**src/rtl/smbn_pkg.sv**
```systemverilog
package smbn_pkg;
  localparam int BYTE_W    = 8;
  localparam int ADDR_W    = 7;
  localparam int NUM_BYTES = 4;
  localparam int CNT_W     = $clog2(BYTE_W);
  localparam int IDX_W     = $clog2(NUM_BYTES);

  typedef enum logic [2:0] {
    ST_IDLE,
    ST_RX,
    ST_ACKW,
    ST_ACK,
    ST_DONE,
    ST_SKIP
  } smbn_state_e;
endpackage

```
**src/rtl/smbn_sync.sv**
```systemverilog
module smbn_sync #(
  parameter int STAGES = 2
) (
  input  logic clk,
  input  logic rst_l,
  input  logic scl_i,
  input  logic sda_i,
  output logic scl_s,
  output logic sda_s,
  output logic scl_rise,
  output logic scl_fall,
  output logic start_p,
  output logic stop_p
);
  logic [STAGES:0] scl_pipe;
  logic [STAGES:0] sda_pipe;
  logic            scl_d;
  logic            sda_d;

  always_ff @(posedge clk or negedge rst_l) begin
    if (!rst_l) begin
      scl_pipe <= '1;
      sda_pipe <= '1;
    end else begin
      scl_pipe <= {scl_pipe[STAGES-1:0], scl_i};
      sda_pipe <= {sda_pipe[STAGES-1:0], sda_i};
    end
  end

  assign scl_s = scl_pipe[STAGES-1];
  assign scl_d = scl_pipe[STAGES];
  assign sda_s = sda_pipe[STAGES-1];
  assign sda_d = sda_pipe[STAGES];

  assign scl_rise = scl_s & ~scl_d;
  assign scl_fall = ~scl_s & scl_d;
  assign start_p  = scl_s & scl_d & sda_d & ~sda_s;
  assign stop_p   = scl_s & scl_d & ~sda_d & sda_s;
endmodule

```
**src/rtl/smbn_fsm.sv**
```systemverilog
module smbn_fsm
  import smbn_pkg::*;
#(
  parameter logic [ADDR_W-1:0] HOST_ADDR = 7'b0001000
) (
  input  logic              clk,
  input  logic              rst_l,
  input  logic              scl_s,
  input  logic              sda_s,
  input  logic              scl_rise,
  input  logic              scl_fall,
  input  logic              start_p,
  input  logic              stop_p,
  input  logic              status_i,
  output logic              sda_oe,
  output logic              commit,
  output logic [ADDR_W-1:0] dev_t,
  output logic [BYTE_W-1:0] lo_t,
  output logic [BYTE_W-1:0] hi_t
);
  localparam logic [CNT_W-1:0] LAST_BIT = CNT_W'(BYTE_W - 1);
  localparam logic [IDX_W-1:0] LAST_IDX = IDX_W'(NUM_BYTES - 1);

  smbn_state_e       st_q, st_n;
  logic [IDX_W-1:0]  idx_q, idx_n;
  logic [CNT_W-1:0]  cnt_q, cnt_n;
  logic [BYTE_W-2:0] sh_q, sh_n;
  logic              oe_q, oe_n;
  logic [ADDR_W-1:0] dev_q, dev_n;
  logic [BYTE_W-1:0] lo_q, lo_n, hi_q, hi_n;
  logic [BYTE_W-1:0] byte_w;

  assign byte_w = {sh_q, sda_s};

  always_comb begin
    st_n   = st_q;
    idx_n  = idx_q;
    cnt_n  = cnt_q;
    sh_n   = sh_q;
    oe_n   = oe_q;
    dev_n  = dev_q;
    lo_n   = lo_q;
    hi_n   = hi_q;
    commit = 1'b0;
    if (start_p) begin
      st_n  = ST_RX;
      idx_n = '0;
      cnt_n = '0;
      oe_n  = 1'b0;
    end else if (stop_p) begin
      commit = (st_q == ST_DONE);
      st_n   = ST_IDLE;
      oe_n   = 1'b0;
    end else begin
      case (st_q)
        ST_RX: if (scl_rise) begin
          sh_n  = byte_w[BYTE_W-2:0];
          cnt_n = cnt_q + 1'b1;
          if (cnt_q == LAST_BIT) begin
            st_n = ST_ACKW;
            case (idx_q)
              IDX_W'(0): if (byte_w[BYTE_W-1:1] != HOST_ADDR || status_i) st_n = ST_SKIP;
              IDX_W'(1): dev_n = byte_w[BYTE_W-1:1];
              IDX_W'(2): lo_n  = byte_w;
              default:   hi_n  = byte_w;
            endcase
          end
        end
        ST_ACKW: if (scl_fall) begin
          st_n = ST_ACK;
          oe_n = 1'b1;
        end
        ST_ACK: if (scl_fall) begin
          oe_n  = 1'b0;
          cnt_n = '0;
          if (idx_q == LAST_IDX) begin
            st_n = ST_DONE;
          end else begin
            idx_n = idx_q + 1'b1;
            st_n  = ST_RX;
          end
        end
        default: ;
      endcase
    end
  end

  always_ff @(posedge clk or negedge rst_l) begin
    if (!rst_l) begin
      st_q  <= ST_IDLE;
      idx_q <= '0;
      cnt_q <= '0;
      sh_q  <= '0;
      oe_q  <= 1'b0;
      dev_q <= '0;
      lo_q  <= '0;
      hi_q  <= '0;
    end else begin
      st_q  <= st_n;
      idx_q <= idx_n;
      cnt_q <= cnt_n;
      sh_q  <= sh_n;
      oe_q  <= oe_n;
      dev_q <= dev_n;
      lo_q  <= lo_n;
      hi_q  <= hi_n;
    end
  end

  assign sda_oe = oe_q;
  assign dev_t  = dev_q;
  assign lo_t   = lo_q;
  assign hi_t   = hi_q;

  // the pull-down only starts while SCL is low
  a_r2_oe_scl_low: assert property (@(posedge clk) disable iff (!rst_l)
    $rose(oe_q) |-> !scl_s);
  // any STOP returns to idle with SDA released
  a_r8_stop_idle: assert property (@(posedge clk) disable iff (!rst_l)
    stop_p |=> (st_q == ST_IDLE) && !oe_q);
endmodule

```
**src/rtl/smbn_regs.sv**
```systemverilog
module smbn_regs
  import smbn_pkg::*;
(
  input  logic              clk,
  input  logic              rst_l,
  input  logic              commit,
  input  logic [ADDR_W-1:0] dev_t,
  input  logic [BYTE_W-1:0] lo_t,
  input  logic [BYTE_W-1:0] hi_t,
  input  logic [1:0]        reg_addr,
  input  logic              reg_wr,
  input  logic              reg_wbit,
  output logic [BYTE_W-1:0] reg_rdata,
  output logic              status
);
  logic              st_q, st_n;
  logic [ADDR_W-1:0] dev_q, dev_n;
  logic [BYTE_W-1:0] lo_q, lo_n, hi_q, hi_n;
  logic              clr;

  assign clr = reg_wr && (reg_addr == 2'd0) && reg_wbit;

  always_comb begin
    dev_n = dev_q;
    lo_n  = lo_q;
    hi_n  = hi_q;
    st_n  = st_q;
    if (clr) st_n = 1'b0;
    if (commit) begin
      st_n  = 1'b1;
      dev_n = dev_t;
      lo_n  = lo_t;
      hi_n  = hi_t;
    end
  end

  always_ff @(posedge clk or negedge rst_l) begin
    if (!rst_l) begin
      st_q  <= 1'b0;
      dev_q <= '0;
      lo_q  <= '0;
      hi_q  <= '0;
    end else begin
      st_q  <= st_n;
      dev_q <= dev_n;
      lo_q  <= lo_n;
      hi_q  <= hi_n;
    end
  end

  always_comb begin
    case (reg_addr)
      2'd0:    reg_rdata = {{(BYTE_W-1){1'b0}}, st_q};
      2'd1:    reg_rdata = {1'b0, dev_q};
      2'd2:    reg_rdata = lo_q;
      default: reg_rdata = hi_q;
    endcase
  end

  assign status = st_q;

  // the flag only rises from a completed capture
  a_r6_set_by_commit: assert property (@(posedge clk) disable iff (!rst_l)
    $rose(st_q) |-> $past(commit));
  // a capture wins over a same-cycle clear
  a_r10_capture_wins: assert property (@(posedge clk) disable iff (!rst_l)
    commit |=> st_q);
  // held values are frozen while the flag is set
  a_r7_hold_values: assert property (@(posedge clk) disable iff (!rst_l)
    st_q |=> $stable(dev_q) && $stable(lo_q) && $stable(hi_q));
endmodule

```
**src/rtl/smb_notify_rx.sv**
```systemverilog
module smb_notify_rx
  import smbn_pkg::*;
#(
  parameter logic [ADDR_W-1:0] HOST_ADDR   = 7'b0001000,
  parameter int                SYNC_STAGES = 2
) (
  input  logic              clk,
  input  logic              rst_n,
  input  logic              scl_i,
  input  logic              sda_i,
  output logic              sda_oe,
  input  logic [1:0]        reg_addr,
  input  logic              reg_wr,
  input  logic              reg_wbit,
  output logic [BYTE_W-1:0] reg_rdata,
  output logic              irq
);
  logic [1:0]        rst_pipe;
  logic              rst_l;
  logic              scl_s, sda_s, scl_rise, scl_fall, start_p, stop_p;
  logic              status, commit;
  logic [ADDR_W-1:0] dev_t;
  logic [BYTE_W-1:0] lo_t, hi_t;

  always_ff @(posedge clk or negedge rst_n) begin
    if (!rst_n) rst_pipe <= 2'b00;
    else        rst_pipe <= {rst_pipe[0], 1'b1};
  end
  assign rst_l = rst_pipe[1];

  smbn_sync #(.STAGES(SYNC_STAGES)) u_sync (
    .clk(clk), .rst_l(rst_l), .scl_i(scl_i), .sda_i(sda_i),
    .scl_s(scl_s), .sda_s(sda_s), .scl_rise(scl_rise), .scl_fall(scl_fall),
    .start_p(start_p), .stop_p(stop_p)
  );

  smbn_fsm #(.HOST_ADDR(HOST_ADDR)) u_fsm (
    .clk(clk), .rst_l(rst_l), .scl_s(scl_s), .sda_s(sda_s),
    .scl_rise(scl_rise), .scl_fall(scl_fall), .start_p(start_p), .stop_p(stop_p),
    .status_i(status), .sda_oe(sda_oe), .commit(commit),
    .dev_t(dev_t), .lo_t(lo_t), .hi_t(hi_t)
  );

  smbn_regs u_regs (
    .clk(clk), .rst_l(rst_l), .commit(commit),
    .dev_t(dev_t), .lo_t(lo_t), .hi_t(hi_t),
    .reg_addr(reg_addr), .reg_wr(reg_wr), .reg_wbit(reg_wbit),
    .reg_rdata(reg_rdata), .status(status)
  );

  assign irq = status;
endmodule

```
**config.mk**
```make
export PLATFORM = sky130hd
export DESIGN_NAME = smb_notify_rx
export DESIGN_NICKNAME = d
export VERILOG_FILES = /design/src/rtl/smbn_pkg.sv /design/src/rtl/smbn_sync.sv /design/src/rtl/smbn_fsm.sv /design/src/rtl/smbn_regs.sv /design/src/rtl/smb_notify_rx.sv
export SDC_FILE = /design/constraint.sdc
export NUM_CORES = 1
export LEC_CHECK = 0
export ABC_AREA = 1
export BUFFER_PORTS_ARGS = -buffer_cell sky130_fd_sc_hd__clkbuf_2
export CAP_MARGIN = 20
export CORE_MARGIN = 5
export CORE_UTILIZATION = 54
export CTS_CLUSTER_SIZE = 30
export DETAILED_ROUTE_END_ITERATION = 10
export PLACE_DENSITY_LB_ADDON = 0.2
export SLEW_MARGIN = 20
export SYNTH_ARGS = -nofsm -noshare
export SYNTH_HDL_FRONTEND = slang
export SYNTH_SLANG_ARGS = --single-unit
```
**constraint.sdc**
```tcl
create_clock -name clk -period 2.2 [get_ports clk]
set_input_delay 0.44 -clock clk [delete_from_list [all_inputs] [get_ports clk]]
set_output_delay 0.44 -clock clk [all_outputs]
set_load 0.03 [all_outputs]
```
==> results of run 1 <==
-- synth_stat cells (2+ instances only) --
cell type,n
inv_1,43
o21ai_0,11
ha_1,6
buf_6,7
nor2_4,2
nand3_1,14
nand4_1,2
o21ai_2,29
nand4_4,3
nand2_2,2
nand2_1,115
dfrtp_1,65
nor2_1,9
dfstp_2,6
o21ai_1,20
inv_2,6
nand3_2,2
-- power by group through the flow --
stage | Combinational, W | Sequential, W | Clock, W
after floorplan | 0.000520 | 0.00159 | 0
after global placement | 0.000696 | 0.00156 | 0
after detailed placement | 0.000715 | 0.00157 | 0
after CTS | 0.000718 | 0.00154 | 0.00113
after global routing | 0.000815 | 0.00157 | 0.00119
final | 0.000708 | 0.00154 | 0.00110
-- routing by layer --
| layer | wire, um | global-route usage, % | share of wire [%] |
|---|---|---|---|
| met5 | 0 | 0 | 0 |
| met4 | 95 | 6.28 | 1.7 |
| met3 | 225 | 4.89 | 4.0 |
| met2 | 2640 | 28.2 | 47 |
| met1 | 2690 | 21.4 | 48 |
-- flip-flops by register name, indices dropped and copies added (netlist names) --
register and cells:
u_sync.scl_pipe 3, u_fsm.st_q 3, u_fsm.lo_t 8, u_fsm.sh_q 7, u_regs.dev_q 7, u_fsm.hi_t 8
u_fsm.idx_q 2, u_regs.hi_q 8, u_sync.sda_pipe 3, rst_pipe 2, u_fsm.sda_oe 1, u_fsm.dev_t 7
u_regs.lo_q 8, u_regs.status 1, u_fsm.cnt_q 3
-- worst max-delay path: cells and delay by family --
family                 cells  cell delay [ns]
buffers and inverters      3             0.35
AND/OR/NAND/NOR            3             0.56
-- kinds of logic (layout without fill, tap and decap cells) --
family	count (synthesis)	after routing	share of synthesized area, %
AO/OA/AOI/OAI	62	62	12.9
other	1	1	0.114
buffers and inverters	58	87	8.26
flip-flops	71	71	54.3
AND/OR/NAND/NOR	155	155	22.2
adder cells (fa/ha/maj)	6	6	2.28
-- layout make-up --
type | count | share of cell area [%]
Sequential cell | 71 | 49.0
Multi-Input combinational cell | 224 | 33.8
Inverter | 49 | 5.05
Timing Repair Buffer | 22 | 3.78
Clock buffer | 9 | 3.40
Tap cell | 75 | 2.58
Clock inverter | 7 | 2.40
-- through the flow --
step                setup slack [ns]  total power (W)  utilization (%)  hold WS, ns
floorplan                     0.0869          0.00211                -        0.144
global placement               0.409          0.00225             57.8        0.227
detailed placement             0.371          0.00228             57.8        0.230
CTS                            0.366          0.00339             61.5        0.170
global route                   0.242          0.00357             61.5        0.165
finish                         0.396          0.00335             61.5        0.188
-- worst max-delay path by stage --
stage,start,endpoint,cells past startpoint
after detailed placement,reg_addr[0],reg_rdata[5],6
final,reg_addr[0],reg_rdata[6],6
after global routing,reg_addr[0],reg_rdata[3],6
after global placement,reg_addr[0],reg_rdata[6],6
after floorplan,rst_pipe[1],u_fsm.cnt_q[0],0
after CTS,reg_addr[0],reg_rdata[5],6
==> metrics.yaml, run 1 <==
global_routing:
  grt_pass1_wl_mm: 10.2
  grt_overflow: 0
  grt_pass1_vias: 2255
  grt_start_max_net_pins: 48
  antenna_found_initial: 0
  grtUsageTotal_pct: 17.1
route:
  vias: 2222
  ant_nets: 0
  drt_wl_total_mm: 5.66
  viasPerCell: 4.86
  drcViolationCount: 0
  drt_iter0_drc: 65
  post_drt_wl_per_cell_um: 12.4
  drtPass1Iterations: 4
timing:
  fin_crit_ns: 1.80
  slew_violations: 0
  max_clock_freq_ghz: 0.554
  grt_setup_unrepaired: "no"
  clock_skew_ns: 0.00989
  slew_headroom_pct: 64.4
  final-setup-viol-count: 0
  fin_crit_sh_pct: 82.0
  finalHoldViolCount: 0
  tightestPinTransition_ns: 0.534
  fin_tns_setup_ns: 0
floorplanning:
  io_pins: 18
  die_height_um: 88.0
  placementRows: 28
  die-area_sq_um: 7740
  die_width_um: 88.0
  initial_core_util_pct: 55.5
  fp.coreArea_sq_um: 5920
finish:
  antenna_cells: 0
  fin_area_sq_um: 3640
  area_growth_pct: 10.9
  finalNetCount: 391
  instances_no_fill: 457
  layout_commonest_cell: "nand2_1"
  drive_gt1_share_pct: 24.1
  seq_area_sq_um: 1790
  multi_input_area_sq_um: 1230
  n_fill_cell: 533
  final_cell_mix: "115 x nand2_1, 64 x dfrtp_1, 43 x inv_1"
pwr:
  pwr-share-comb_pct: 21.2
  power.share.clock_pct: 32.8
  switching_share_pct: 31.6
  switching_power_w: 0.00106
  leakage_nw: 1.78
  power_frac_seq_pct: 46.0
  power_density_nw_per_um2: 919
  vdd_drop_max_mv: 0.591
  p_int_w: 0.00229
worst_setup_path:
  critPathLaunchType: "primary input"
  cp_cell_sequence: "clkbuf_2 -> inv_1 -> nor2_1 -> nand2_1 -> nand3_1 -> clkbuf_2"
  end_kind: "primary output"
  slowest_stage: "nor2_1"
  reg2reg_depth: 7
  cp_max_fo: 7
  rr_endpoint: "u_fsm.lo_t[6]"
  arrival_ns: 1.36
  cp_slowest_stage_delay_ns: 0.36
  critPathMostFrequentCell: "clkbuf_2"
  reg2reg_slack_ns: 0.57
  crit_type: "in -> out"
  r2r-start: "u_fsm.cnt_q[0]"
  cp.required_ns: 1.76
clocking:
  root_buffer: "clkbuf_8"
  cts_sinks: 71
  cts_buffer_depth: 2
  clk_pin_slew_ns: 0.07
  post_cts_buffers: 0
  cts_resized: 0
  clock_latency_ns: 0.33
  h-tree-depth: 3
  tritoncts: "yes"
  cts_made_buffers: 9
  cts_hold_buf: 1
logic_synthesis:
  yosys.area.top_type: "dfrtp_1"
  synth_async_sr_flop_share_pct: 100
  synth_edf_count: 0
  syn_inst: 353
  yosys-top-cells-area: "dfrtp_1 50%, nand2_1 13%, o21ai_2 7.7%, inv_1 4.9%, dfstp_2 4.8%"
  synth_top_area_share_pct: 49.5
  synth-seq-cells: 71
  avgSynthCellArea_sq_um: 9.31
  synth_cell_types: 28
  synth_ff_type: "dfrtp_1"
  yosysSeqAreaShare_pct: 54.3
  syn_nets: 367
  syn-cell-area_sq_um: 3290
  ys_warn_count: 0
run_status:
  status: "complete, no violations"
hold_path:
  holdPathStages: 1
  hp-class: "in -> reg"
  hold_end: "u_sync.scl_pipe[0]"
  hp-start: "scl_i"
flow_run:
  maxCapViolCount: 0
placement:
  gp_congestion: 0.793
  numPortBuffers: 17
  place_area_sq_um: 3420
  dp_cells: 440
  dp_hpwl_mm: 4.04
No activity file was read; power rests on OpenSTA's default activity.
==> inputs of run 2 (changes only) <==
==> constraint.sdc (replaced) <==
create_clock -name clk -period 1.5 [get_ports clk]
set_input_delay 0.3 -clock clk [delete_from_list [all_inputs] [get_ports clk]]
set_output_delay 0.3 -clock clk [all_outputs]
set_load 0.03 [all_outputs]
==> metrics.yaml, run 2 (synthesis gave the netlist of run 1 again) <==
route:
  drcViolationCount: 0  # unchanged
  post_drt_wl_per_cell_um: 14.1  # +14%
  drtPass1Iterations: 4  # unchanged
  ant_nets: 0  # unchanged
  vias: 2449  # +10%
  drt_wl_total_mm: 6.73  # +19%
  viasPerCell: 5.12  # +5.4%
  drt_iter0_drc: 194  # +200%
placement:
  dp_hpwl_mm: 4.18  # +3.5%
  place_area_sq_um: 3560  # +4.0%
  gp_congestion: 0.788  # -0.63%
  numPortBuffers: 17  # unchanged
run_status:
  status: "finished, violations left"
  failed_checks: "negative setup slack"
finish:
  fin_area_sq_um: 4040  # +11%
  finalNetCount: 412  # +5.4%
  multi_input_area_sq_um: 1410  # +14%
  final_cell_mix: "89 x nand2_1, 64 x dfrtp_1, 40 x inv_1"
  area_growth_pct: 23.0
  layout_commonest_cell: "nand2_1"
  drive_gt1_share_pct: 37.0  # +13 points
  utilization_pct: 68.3  # +6.7 points
  n_fill_cell: 461  # -14%
  seq_area_sq_um: 1790  # unchanged
  antenna_cells: 0  # unchanged
hold_path:
  hp-class: "in -> reg"
  hp-start: "sda_i"
  hold_end: "u_sync.sda_pipe[0]"
  holdPathStages: 1  # unchanged
floorplanning:
  initial_core_util_pct: 55.5  # unchanged
  die-area_sq_um: 7740  # unchanged
  die_height_um: 88.0  # unchanged
  placementRows: 28  # unchanged
  io_pins: 18  # unchanged
  die_width_um: 88.0  # unchanged
  fp.coreArea_sq_um: 5920  # unchanged
clocking:
  clk_pin_slew_ns: 0.08  # about the same
  h-tree-depth: 3  # unchanged
  cts_sinks: 71  # unchanged
  cts_made_buffers: 9  # unchanged
  cts_buffer_depth: 2  # unchanged
  clock_latency_ns: 0.34  # about the same
  tritoncts: "yes"
  root_buffer: "clkbuf_8"
pwr:
  vdd_drop_max_mv: 0.906  # +53%
  power_density_nw_per_um2: 1270  # +39%
  power_frac_seq_pct: 44.0  # -2.0 points
  pwr-share-comb_pct: 26.1  # +4.9 points
  power.share.clock_pct: 29.9  # -2.9 points
  switching_share_pct: 34.2  # +2.6 points
  leakage_nw: 1.94  # +9.1%
  p_int_w: 0.00339  # +48%
  switching_power_w: 0.00176  # +67%
timing:
  finalHoldViolCount: 0  # unchanged
  fin_crit_sh_pct: 100
  fin_crit_ns: 1.51
  slew_violations: 0  # unchanged
  final-setup-viol-count: 1  # +1
  max_clock_freq_ghz: 0.664
  grt_setup_unrepaired: "yes"
  fin_ws_ns: -0.00528  # -0.402 ns
  clock_skew_ns: 0.0123  # +0.00242 ns
worst_setup_path:
  reg2reg_depth: 8  # +1
  end_kind: "register"
  r2r-start: "u_sync.sda_pipe[2]"
  cp_cell_sequence: "inv_2 -> nand2_4 -> nor2_8 -> nor2_4 -> buf_6 -> nand4_4 -> nand2_1 -> o21ai_1"
  rr_endpoint: "u_fsm.dev_t[2]"
  cp_slowest_stage_delay_ns: 0.55  # +0.19 ns
  slowest_stage: "dfstp_2"
  crit_type: "reg -> reg"
  critPathLaunchType: "register"
  reg2reg_slack_ns: -0.005  # -0.58 ns
  arrival_ns: 1.73  # +0.37 ns
  cp_max_fo: 7  # unchanged
  cp.required_ns: 1.73  # -0.03 ns
global_routing:
  grt_pass1_wl_mm: 10.8  # +5.8%
  grt_overflow: 0  # unchanged
  grt_pass1_vias: 2265  # +0.44%
  grtUsageTotal_pct: 18.0  # +0.89 points
  antenna_found_initial: 0  # unchanged
  grt_start_max_net_pins: 70  # +46%
flow_run:
  maxCapViolCount: 0  # unchanged
==> run 2: changes by cell type in the layout (fill, tap and decap cells not counted), sizes merged <==
cell / previous run / this run
buf: 4 / 22
bufinv: 2 / 1
clkbuf: 26 / 31
clkinv: 4 / 2
nand4: 6 / 7
==> run 2: worst max-delay path by stage <==
stage | startpoint | to | slack, ns | cells after the start
after global routing | u_sync.sda_pipe[2] | u_fsm.dev_t[2] | -0.09 | 8
after global placement | u_fsm.cnt_q[0] | u_fsm.st_q[0] | 0.04 | 10
final | u_sync.sda_pipe[2] | u_fsm.dev_t[2] | -0.005 | 8
after floorplan | u_fsm.cnt_q[0] | u_fsm.hi_t[6] | 0.08 | 8
after CTS | u_fsm.cnt_q[0] | u_fsm.st_q[0] | 0.0008 | 10
after detailed placement | u_fsm.cnt_q[0] | u_fsm.st_q[0] | 0.01 | 10
==> run 2: per-layer routing <==
metal / vias to the layer above / global-route usage (%) / routed length [um]
li1: 1214 / - / -
met1: 1190 / 25.2 / 3070
met2: 39 / 26.7 / 3360
met3: 6 / 4.99 / 247
met4: 0 / 6.56 / 44
met5: - / 0 / 0
==> run 2: power groups by stage <==
stage	Clock, W	Sequential, W	Combinational (W)
2_1_floorplan	0	0.00232	0.000763
3_3_place_gp	0	0.00227	0.00113
3_5_place_dp	0	0.00229	0.00117
4_1_cts	0.00158	0.00225	0.00117
5_1_grt	0.00167	0.00229	0.00151
6_report	0.00154	0.00227	0.00134
==> run 2: cell type report <==
class	count	share of cell area, %
clock inverters	4	1.36
inverters	49	4.61
repair buffers	42	9.10
multi-input cells	225	34.8
flip-flops and latches	71	44.2
well taps	75	2.32
clock buffers	12	3.59
==> run 2: metrics by stage <==
step	hold slack (ns)	setup TNS, ns	power (W)	worst slack [ns]	cells
after global placement	0.0854	0	0.00341	0.0417	453
after detailed placement	0.0888	0	0.00345	0.0112	453
final	0.0366	-0.00528	0.00515	-0.00528	478
after CTS	0.0189	0	0.00500	0.000776	470
after floorplan	0.00441	0	0.00309	0.0813	353
after global routing	0.00653	-1.91	0.00546	-0.0851	478
==> run 2: repair_timing <==
item / 4_1_cts / 5_1_grt
buffers inserted: 0 / 5
setup endpoints to repair: 0 / 59
resized for setup: 0 / 52
hold buffers: 1 / 0
endpoints found under the hold margin: 2 / 0
==> run 2: worst max-delay path: cells and delay by family (launching register included) <==
| kind | cells | cell delay (ns) |
|---|---|---|
| AOI/OAI and AO/OA | 1 | 0.06 |
| buffers and inverters | 2 | 0.19 |
| and+or+nand+nor | 5 | 0.59 |
| DFF | 1 | 0.55 |
==> inputs of run 3 (changes only) <==
--- a/config.mk
+++ b/config.mk
@@ -9,7 +9,7 @@
 export BUFFER_PORTS_ARGS = -buffer_cell sky130_fd_sc_hd__clkbuf_2
 export CAP_MARGIN = 20
 export CORE_MARGIN = 5
-export CORE_UTILIZATION = 54
+export CORE_UTILIZATION = 35
 export CTS_CLUSTER_SIZE = 30
 export DETAILED_ROUTE_END_ITERATION = 10
 export PLACE_DENSITY_LB_ADDON = 0.2
==> metrics.yaml, run 3 (synthesis gave the netlist of run 1 again) <==
clocking:
  root_buffer: "clkbuf_8"
  tritoncts: "yes"
  clock_latency_ns: 0.35  # about the same
  clk_pin_slew_ns: 0.08  # about the same
  h-tree-depth: 3  # unchanged
  cts_sinks: 71  # unchanged
  cts_made_buffers: 9  # unchanged
  cts_buffer_depth: 2  # unchanged
finish:
  seq_area_sq_um: 1790  # unchanged
  layout_commonest_cell: "nand2_1"
  multi_input_area_sq_um: 1350  # -3.8%
  area_growth_pct: 24.0
  finalNetCount: 417  # +1.2%
  antenna_cells: 0  # unchanged
  final_cell_mix: "99 x nand2_1, 64 x dfrtp_1, 41 x inv_1"
  n_fill_cell: 883  # +92%
  drive_gt1_share_pct: 35.0  # -1.9 points
  instances_no_fill: 519  # +8.6%
global_routing:
  grt_start_max_net_pins: 40  # -43%
  grt_pass1_vias: 2450  # +8.2%
  grt_overflow: 0  # unchanged
  antenna_found_initial: 0  # unchanged
  grt_pass1_wl_mm: 12.2  # +13%
  grtUsageTotal_pct: 13.7  # -4.3 points
timing:
  slew_violations: 0  # unchanged
  grt_setup_unrepaired: "yes"
  finalHoldViolCount: 0  # unchanged
  fin_crit_sh_pct: 103  # +3.0 points
  fin_crit_ns: 1.55  # +0.0451 ns
  final-setup-viol-count: 9  # +8
  slew_headroom_pct: 65.6
  max_clock_freq_ghz: 0.645  # -2.9%
  clock_skew_ns: 0.0101  # -0.00225 ns
  fin_ws_ns: -0.0504  # -0.0451 ns
  tightestPinTransition_ns: 0.516
worst_setup_path:
  cp_cell_sequence: "nand2_4 -> nor2_8 -> nand4_4 -> buf_12 -> buf_16 -> nand2_2 -> o21ai_2"
  end_kind: "register"
  crit_type: "reg -> reg"
  cp.required_ns: 1.74  # about the same
  arrival_ns: 1.79  # +0.06 ns
  slowest_stage: "dfstp_2"
  critPathLaunchType: "register"
  cp_slowest_stage_delay_ns: 0.58  # +0.03 ns
  cp_max_fo: 6  # -1
pwr:
  p_total_w: 0.00509  # -1.0%
  power_frac_seq_pct: 44.2  # +0.2 points
  switching_power_w: 0.00174  # -1.3%
  p_int_w: 0.00336  # -0.90%
  power_density_nw_per_um2: 1250  # -1.8%
  switching_share_pct: 34.1  # -0.10 points
  vdd_drop_max_mv: 0.591  # -35%
  power.share.clock_pct: 30.4  # +0.5 points
  pwr-share-comb_pct: 25.4  # -0.7 points
  leakage_nw: 1.95  # +0.29%
placement:
  gp_congestion: 0.759  # -3.7%
  numPortBuffers: 17  # unchanged
  dp_cells: 490  # +8.2%
  dp_hpwl_mm: 4.50  # +7.8%
floorplanning:
  die_width_um: 107  # +21%
  die-area_sq_um: 11400  # +48%
  die_height_um: 107  # +21%
  fp.coreArea_sq_um: 9200  # +55%
  initial_core_util_pct: 35.7  # -20 points
  placementRows: 35  # +25%
  io_pins: 18  # unchanged
route:
  drcViolationCount: 0  # unchanged
  ant_nets: 0  # unchanged
  drt_iter0_drc: 86  # -56%
  drtPass1Iterations: 4  # unchanged
  vias: 2399  # -2.0%
  post_drt_wl_per_cell_um: 13.9  # -1.1%
  viasPerCell: 4.62  # -9.8%
  drt_wl_total_mm: 7.23  # +7.4%
run_status:
  status: "finished, violations left"
  failed_checks: "negative setup slack"
hold_path:
  hp-class: "in -> reg"
flow_run:
  maxCapViolCount: 0  # unchanged
## run 3: cell type report
type                       count  share of cell area (%)
inverter                      49                    4.52
multi-input combinational    224                    33.2
timing repair buffer          48                    10.1
sequential                    71                    43.8
clock inverter                 6                    1.72
tap                          111                    3.41
clock buffer                  10                    3.13
## run 3: timing repair
action | CTS | global route
setup endpoints to repair | 1 | 64
resized for setup | 7 | 38
hold buffers | 1 | 1
hold endpoints to repair | 2 | 1
pin swaps | 1 | 8
buffers inserted | 8 | 2
gates cloned | 3 | 1
## run 3: layer usage
| metal | part of all wire (%) | vias up | GRT usage, % |
|---|---|---|---|
| li1 | - | 1211 | - |
| met2 | 48 | 27 | 21.9 |
| met1 | 48 | 1153 | 17.9 |
| met5 | 0 | - | 0 |
| met3 | 2.8 | 8 | 3.55 |
| met4 | 1.4 | 0 | 4.93 |
## run 3: stage by stage
stage,worst slack (ns),hold slack [ns],TNS (ns),instance area [sq um],util (%)
floorplan,0.0813,0.00441,0,3290,-
detailed placement,0.0286,0.0873,0,3600,39.1
finish,-0.0504,0.0246,-0.310,4070,44.3
CTS,-0.0132,0.00251,-0.0302,3980,43.3
global route,-0.103,0.00212,-2.61,4070,44.3
global placement,0.0384,0.0849,0,3600,39.1
## run 3: worst paths after layout
| kind | cells past startpoint | slack, ns | start | endpoint |
|---|---|---|---|---|
| setup / recovery | 7 | -0.05 | u_sync.scl_pipe[1] | u_regs.dev_q[0] |
| hold / removal | 1 | 0.02 | sda_i | u_sync.sda_pipe[0] |
| setup reg to reg | 7 | -0.05 | u_sync.scl_pipe[1] | u_regs.dev_q[0] |
| hold reg to reg | 1 | 0.31 | rst_pipe[1] | u_regs.hi_q[7] |
| max in group asynchronous | 1 | 0.79 | rst_pipe[1] | u_regs.dev_q[3] |
| min in group asynchronous | 2 | 0.25 | rst_n | rst_pipe[1] |
## run 3: power groups by stage
stage               Clock, W  Sequential (W)  Combinational [W]
floorplan                  0         0.00232           0.000763
global placement           0         0.00227            0.00119
detailed placement         0         0.00228            0.00120
CTS                  0.00160         0.00225            0.00125
global route         0.00168         0.00228            0.00145
finish               0.00155         0.00225            0.00129
## run 3: critical path, delay by kind of cell, from the launching register on
family | cells | cell delay [ns]
DFF | 1 | 0.58
buffers and inverters | 2 | 0.32
and+or+nand+nor | 4 | 0.49
AOI/OAI and AO/OA | 1 | 0.04
